==> src/rtl/bus_pause_pkg.sv <==
package bus_pause_pkg;
  localparam int unsigned STAT_W = 3;
  typedef logic [STAT_W-1:0] stat_t;

  localparam stat_t ST_INTA  = 3'b000;
  localparam stat_t ST_IORD  = 3'b001;
  localparam stat_t ST_IOWR  = 3'b010;
  localparam stat_t ST_HALT  = 3'b011;
  localparam stat_t ST_FETCH = 3'b100;
  localparam stat_t ST_MEMRD = 3'b101;
  localparam stat_t ST_MEMWR = 3'b110;
  localparam stat_t ST_IDLE  = 3'b111;

  typedef enum logic [1:0] {
    PS_FREE,
    PS_OWNED,
    PS_RETURN
  } pause_state_e;

  typedef struct packed {
    logic mem_rd;
    logic mem_wr;
    logic io_rd;
    logic io_wr;
  } cmd_en_t;
endpackage

==> src/rtl/ale_pulse_gen.sv <==
module ale_pulse_gen
  import bus_pause_pkg::*;
(
  input  logic  clk_i,
  input  logic  rst_ni,
  input  stat_t status_i,
  output logic  ale_o
);
  stat_t prev_q;
  logic  ale_q;

  always_ff @(posedge clk_i or negedge rst_ni) begin
    if (!rst_ni) begin
      prev_q <= ST_IDLE;
      ale_q  <= 1'b0;
    end else begin
      prev_q <= status_i;
      ale_q  <= (prev_q == ST_IDLE) && (status_i != ST_IDLE);
    end
  end

  assign ale_o = ale_q;


  ale_single_chk: assert property (@(posedge clk_i) disable iff (!rst_ni)
    ale_q |=> !ale_q);
endmodule

==> src/rtl/dma_stall_ctrl.sv <==
module dma_stall_ctrl
  import bus_pause_pkg::*;
#(
  parameter bit LATER_MODE = 1'b0
) (
  input  logic  clk_i,
  input  logic  rst_ni,
  input  stat_t status_i,
  input  logic  dma_req_i,
  input  logic  dma_done_i,
  output logic  grant_o,
  output logic  aen_o,
  output logic  ready_o
);
  pause_state_e state_q;
  logic grant_q, aen_q, ready_q;
  logic slot_ok;

  generate
    if (LATER_MODE) begin : g_later
      assign slot_ok = (status_i[1:0] == 2'b11);
    end else begin : g_orig
      assign slot_ok = (status_i == ST_IDLE);
    end
  endgenerate

  always_ff @(posedge clk_i or negedge rst_ni) begin
    if (!rst_ni) begin
      state_q <= PS_FREE;
      grant_q <= 1'b0;
      aen_q   <= 1'b0;
      ready_q <= 1'b1;
    end else begin
      unique case (state_q)
        PS_FREE: begin
          if (dma_req_i && slot_ok) begin
            state_q <= PS_OWNED;
            grant_q <= 1'b1;
            aen_q   <= 1'b1;
          end
        end
        PS_OWNED: begin
          ready_q <= 1'b0;
          if (dma_done_i) begin
            grant_q <= 1'b0;
            state_q <= PS_RETURN;
          end
        end
        PS_RETURN: begin
          ready_q <= 1'b1;
          aen_q   <= 1'b0;
          state_q <= PS_FREE;
        end
        default: state_q <= PS_FREE;
      endcase
    end
  end

  assign grant_o = grant_q;
  assign aen_o   = aen_q;
  assign ready_o = ready_q;


  ready_drop_chk: assert property (@(posedge clk_i) disable iff (!rst_ni)
    $rose(grant_q) |=> !ready_q);

  aen_ready_pair_chk: assert property (@(posedge clk_i) disable iff (!rst_ni)
    $fell(aen_q) |-> $rose(ready_q));

  grant_aen_chk: assert property (@(posedge clk_i) disable iff (!rst_ni)
    grant_q |-> aen_q);

  generate
    if (LATER_MODE) begin : g_chk_later

      grant_slot_chk: assert property (@(posedge clk_i) disable iff (!rst_ni)
        $rose(grant_q) |-> ($past(status_i[1:0]) == 2'b11));
    end else begin : g_chk_orig

      grant_slot_chk: assert property (@(posedge clk_i) disable iff (!rst_ni)
        $rose(grant_q) |-> ($past(status_i) == ST_IDLE));
    end
  endgenerate
endmodule

==> src/rtl/cmd_enable_gate.sv <==
module cmd_enable_gate
  import bus_pause_pkg::*;
(
  input  stat_t   status_i,
  input  logic    aen_i,
  output cmd_en_t cmd_o
);
  cmd_en_t dec;

  always_comb begin
    dec = '0;
    unique case (status_i)
      ST_FETCH, ST_MEMRD: dec.mem_rd = 1'b1;
      ST_MEMWR:           dec.mem_wr = 1'b1;
      ST_IORD:            dec.io_rd  = 1'b1;
      ST_IOWR:            dec.io_wr  = 1'b1;
      default:            dec = '0;
    endcase
    cmd_o = aen_i ? '0 : dec;
  end
endmodule

==> src/rtl/cpu_bus_pause.sv <==
module cpu_bus_pause
  import bus_pause_pkg::*;
#(
  parameter bit LATER_MODE = 1'b0
) (
  input  logic       clk_i,
  input  logic       rst_ni,
  input  logic [2:0] status_i,
  input  logic       dma_req_i,
  input  logic       dma_done_i,
  output logic       ale_o,
  output logic       ready_o,
  output logic       aen_o,
  output logic       dma_grant_o,
  output logic       mem_rd_en_o,
  output logic       mem_wr_en_o,
  output logic       io_rd_en_o,
  output logic       io_wr_en_o
);
  cmd_en_t cmd;

  ale_pulse_gen u_ale (
    .clk_i    (clk_i),
    .rst_ni   (rst_ni),
    .status_i (status_i),
    .ale_o    (ale_o)
  );

  dma_stall_ctrl #(.LATER_MODE(LATER_MODE)) u_stall (
    .clk_i      (clk_i),
    .rst_ni     (rst_ni),
    .status_i   (status_i),
    .dma_req_i  (dma_req_i),
    .dma_done_i (dma_done_i),
    .grant_o    (dma_grant_o),
    .aen_o      (aen_o),
    .ready_o    (ready_o)
  );

  cmd_enable_gate u_cmd (
    .status_i (status_i),
    .aen_i    (aen_o),
    .cmd_o    (cmd)
  );

  assign mem_rd_en_o = cmd.mem_rd;
  assign mem_wr_en_o = cmd.mem_wr;
  assign io_rd_en_o  = cmd.io_rd;
  assign io_wr_en_o  = cmd.io_wr;


  aen_blocks_cmd_chk: assert property (@(posedge clk_i) disable iff (!rst_ni)
    aen_o |-> !(mem_rd_en_o || mem_wr_en_o || io_rd_en_o || io_wr_en_o));

  ready_free_chk: assert property (@(posedge clk_i) disable iff (!rst_ni)
    !aen_o |-> ready_o);
endmodule

==> config.mk <==
export PLATFORM = sky130hd
export DESIGN_NAME = cpu_bus_pause
export DESIGN_NICKNAME = d
export VERILOG_FILES = /design/src/rtl/bus_pause_pkg.sv /design/src/rtl/ale_pulse_gen.sv /design/src/rtl/dma_stall_ctrl.sv /design/src/rtl/cmd_enable_gate.sv /design/src/rtl/cpu_bus_pause.sv
export SDC_FILE = /design/constraint.sdc
export NUM_CORES = 1
export LEC_CHECK = 0
export ABC_AREA = 0
export BUFFER_PORTS_ARGS = -buffer_cell sky130_fd_sc_hd__buf_2
export CORE_AREA = 2 2 39 41
export CTS_BUF_LIST = sky130_fd_sc_hd__clkbuf_8 sky130_fd_sc_hd__clkbuf_16
export DETAILED_ROUTE_END_ITERATION = 8
export DIE_AREA = 0 0 41 43
export MAX_ROUTING_LAYER = met4
export PLACE_DENSITY = 0.64
export SETUP_SLACK_MARGIN = 0.05
export SLEW_MARGIN = 15
export SYNTH_ARGS = -nofsm -noshare
export SYNTH_HDL_FRONTEND = slang
export SYNTH_HIERARCHICAL = 1
export SYNTH_SLANG_ARGS = --single-unit
==> constraint.sdc <==
create_clock -name clk_i -period 1.68 [get_ports clk_i]
set_input_delay 0.504 -clock clk_i [delete_from_list [all_inputs] [get_ports clk_i]]
set_output_delay 0.504 -clock clk_i [all_outputs]
set_load 0.01 [all_outputs]
* Word-level counts from Yosys, hierarchy flattened *
Cells that the tools add are included.

word-level totals
  flip-flop bits (word level) = 9
  input port bits = 7
  output and inout port bits = 8
  word-level logic and storage cells = 41

operators by class
  equality and inequality tests = 12
  mux-type cells = 13
  reductions and logical operators = 10

operators with widths
  cell                number
  $eq 3x3->1 const B  5
  $mux 1              6
  $pmux 1 s2          3
  $reduce_bool 2->1   3
  $mux 2              2
  $mux 4              1
  $pmux 2 s2          1
  $reduce_and 2->1    2
  $eq 3x1->1 const B  1
  $eq 3x2->1 const B  1
  $ne 3x3->1 const B  1
  $reduce_and 3->1    1
  $eq 2x1->1 const B  1
  $eq 2x2->1 const B  1
  $logic_and 1x1->1   2
  $logic_not 2->1     1
  $ne 2x1->1 const B  1
  $ne 2x2->1 const B  1
  $reduce_or 2->1     1

* Logic depth before layout (Yosys ltp) *
  word-level depth = 4
  gate-level depth with buffers = 5
  depth with buffers taken out = 5

* Hierarchy *
Netlist, hierarchy kept.

by module, submodules not included
  module           times used  cells an instance  area each (um2)  sequential area each (um2)
  dma_stall_ctrl   1           24                 330.3            126.4
  ale_pulse_gen    1           6                  115.1            103.8
  cmd_enable_gate  1           4                  37.5             0.0

* Worst setup path before layout *
OpenSTA, ideal clock, no wires.

  path kind = input to output
  from = input port status_i[2]
  to = output port io_rd_en_o
  arrival = 0.975 ns
  data required time = 1.176 ns
  path slack = 0.201 ns
  stages = 1
  buffers on the path = 0
  cells stage by stage = nor4b_1

on the way
  cells in the longest elaborated chain, start to end = 3

ends and longest elaborated chain
  item             line                   source
  start, declared  cpu_bus_pause.sv:8     input logic [2:0] status_i,
  $eq 3x1->1       cmd_enable_gate.sv:12  unique case (status_i)
  $mux 1           cmd_enable_gate.sv:12
  $mux 4           cmd_enable_gate.sv:19  cmd_o = aen_i ? '0 : dec;
  end, declared    cpu_bus_pause.sv:17    output logic io_rd_en_o,

Every way passes these cells.

* Worst setup path in the final report *
  from = input port status_i[1]
  to = output port io_rd_en_o

The elaborated chain is that of the path after synthesis.

==> flow_summary.ini <==
[run_status]
outcome = completed

[global_routing]
grt_util_met2_pct = 18.8
first_global_vias = 325
grt_max_degree = 10
grt_remaining_overflow = 0
top_usage_layer = met2
antenna_found_initial = 0
grt.met1_usage_pct = 14.5
grt_pass1_wl_mm = 1.46
grtUsageMet3_pct = 6.28
grt_usage_pct = 13.0

[synthesis]
synth-seq-cells = 9
synth.top_cells.by_count = dfrtp_1, ha_1, dfstp_2
synth_area_leaders = dfrtp_1, dfstp_2, ha_1, mux2_4, nand4_4
synth_edf_count = 0
ys_warn_count = 6
synth_top_area_cell = dfrtp_1
yosysUniqueCellTypes = 18
synthFlopType = dfrtp_1
synthArstFlopShare_pct = 100
syn_nets = 46
synth_area_sq_um = 483
yosysSeqAreaShare_pct = 47.7
synth.top_cell.area_share_pct = 25.9
syn_area_per_cell_sq_um = 14.2
syn_inst = 34

[sta]
fin_crit_ns = 1.58
worst_pin_slew_ns = 0.209
worst_slack_ns = 0.0962
hold_viol = 0
finalCritPeriodShare_pct = 94.3
fin_skew_ns = 0.000479
rsz0062_at_grt = true
slew_violations = 0
setup-tns-final_ns = 0
fmax_mhz = 631
slew-limit-headroom_pct = 86.0
finalSetupViolCount = 0

[cells_and_area]
area_growth_pct = 32.1
drive_above_1_share_pct = 56.6
n_antenna_cell = 0
fin_area_sq_um = 638
fin_nets = 66
utilization_pct = 46.1

[clocking]
htree_levels = 1
cts_max_path_buffers = 2
clkLatencyLatePin_ns = 0.23
cts_inserted_buffers = 3
cts_root_buffer = clkbuf_8
clk_pin_slew_ns = 0.04
cts_tree = built
cts_num_sinks = 9

[placed_design]
place_ws_ns = 0.0773
dp_hpwl_microns = 606
place.port_buffers = 14
gp_congestion = 0.605
placed_cell_area_sq_um = 573

[setup_path]
end_kind = primary output
cp.arrival_ns = 1.08
r2r_cells = 5
critical_path_required_ns = 1.18
crit_fanout = 7
critPathKind = in -> out
worst_setup_path_start_kind = input pin

[power_and_ir_drop]
power_frac_seq_pct = 34.3
combPwrFrac_pct = 40.7
p_per_area_mw_per_mm2 = 1530
pwr-share-clk_pct = 25.0
leakagePower_uw = 0.000311
power.switching_uw = 316
peakVddDrop_uv = 695
sw_frac_of_total_pct = 32.4
internal-power_uw = 659

[routing]
first_iter_violations = 0
vias = 336
post-route-drc-count = 0
drtAntennaViolNets = 0
vias_per_cell = 4.87
wl_per_cell_microns = 12.8
wl_microns = 882
dr.pass1.iters = 1

[die]
core_sq_mm = 0.00138
num_rows = 14
fp.dieH_microns = 43
die_w_microns = 41
dieArea_sq_mm = 0.00176
io_pins = 15
start_util_pct = 34.9

[min_path]
min_path_type = in -> async

[flow_run]
max_cap_viol_count = 0
-- flip-flops by register name, indices dropped and copies added (netlist names) --
register         flops
u_stall/aen_o        1
u_stall/ready_o      1
u_ale/ale_o          1
u_stall/state_q      2
u_stall/grant_o      1
u_ale/prev_q         3
-- kinds of logic (layout without fill, tap and decap cells) --
group / Yosys count / in the layout / synth area share [%]
flops: 9 / 9 / 47.7
mux: 4 / 4 / 10.6
fa+ha+maj: 5 / 5 / 13.0
compound gates: 5 / 5 / 10.1
simple gates: 8 / 8 / 16.3
buf+inv: 3 / 22 / 2.33
-- power by group through the flow --
| stage | Combinational (uW) | Sequential, uW | Clock [uW] |
|---|---|---|---|
| 2_1_floorplan | 275 | 338 | 0 |
| 3_3_place_gp | 372 | 331 | 0 |
| 3_5_place_dp | 380 | 335 | 0 |
| 4_1_cts | 400 | 332 | 258 |
| 5_1_grt | 441 | 345 | 269 |
| 6_report | 397 | 335 | 243 |
-- cell usage in the layout (no fill, tap or decap) --
master	instances
a21oi_4	1
clkbuf_8	3
inv_1	4
nand4_4	1
dfstp_2	4
a311o_1	1
ha_1	5
o2bb2ai_1	1
a21boi_0	1
buf_4	1
mux2_4	2
a31oi_1	1
mux2i_1	1
nor4b_2	2
nand3_1	1
and2b_1	1
dfrtp_1	5
buf_2	14
and4bb_2	1
nor3b_1	2
mux2_2	1
-- layer usage --
metal	up-vias	wire, microns
li1	166	-
met1	159	367
met2	7	457
met3	4	42
met4	0	15
met5	-	0
-- per-stage QoR --
stage | hold WS [ns] | total power, uW | instances
finish | 0.118 | 975 | 69
detailed placement | 0.366 | 715 | 64
floorplan | 0.208 | 613 | 34
CTS | 0.115 | 990 | 69
global placement | 0.365 | 703 | 64
global route | 0.124 | 1050 | 69
-- timing repair --
action,in CTS,in global routing
hold buffers,0,0
gates cloned,0,0
resized for setup,0,2
endpoints found under the hold margin,0,0
pin swaps,0,2
endpoints found under the setup margin,2,2
setup buffers,1,0
-- final cells by class --
class | count | area, sq um
multi-input combinational | 22 | 254
tap | 16 | 20.0
inverter | 3 | 11.3
fill | 134 | 746
timing repair buffer | 15 | 77.6
clock inverter | 1 | 3.75
clock buffer | 3 | 41.3
sequential | 9 | 230
-- critical path, stage by stage --
cell and delay (ns):
buf_2 0.15, nor4b_2 0.26, buf_2 0.16
-- worst paths after layout --
path,from,to,slack [ns]
max,status_i[1],io_rd_en_o,0.1
min,rst_ni,u_ale/ale_o,0.12
max reg2reg,u_stall/state_q[1],u_stall/state_q[0],0.21
min reg2reg,u_ale/prev_q[0],u_ale/ale_o,0.48
max in group asynchronous,rst_ni,u_stall/ready_o,1.32
min in group clk_i,status_i[0],u_ale/prev_q[0],0.43
Power figures use the tool's default switching activity.
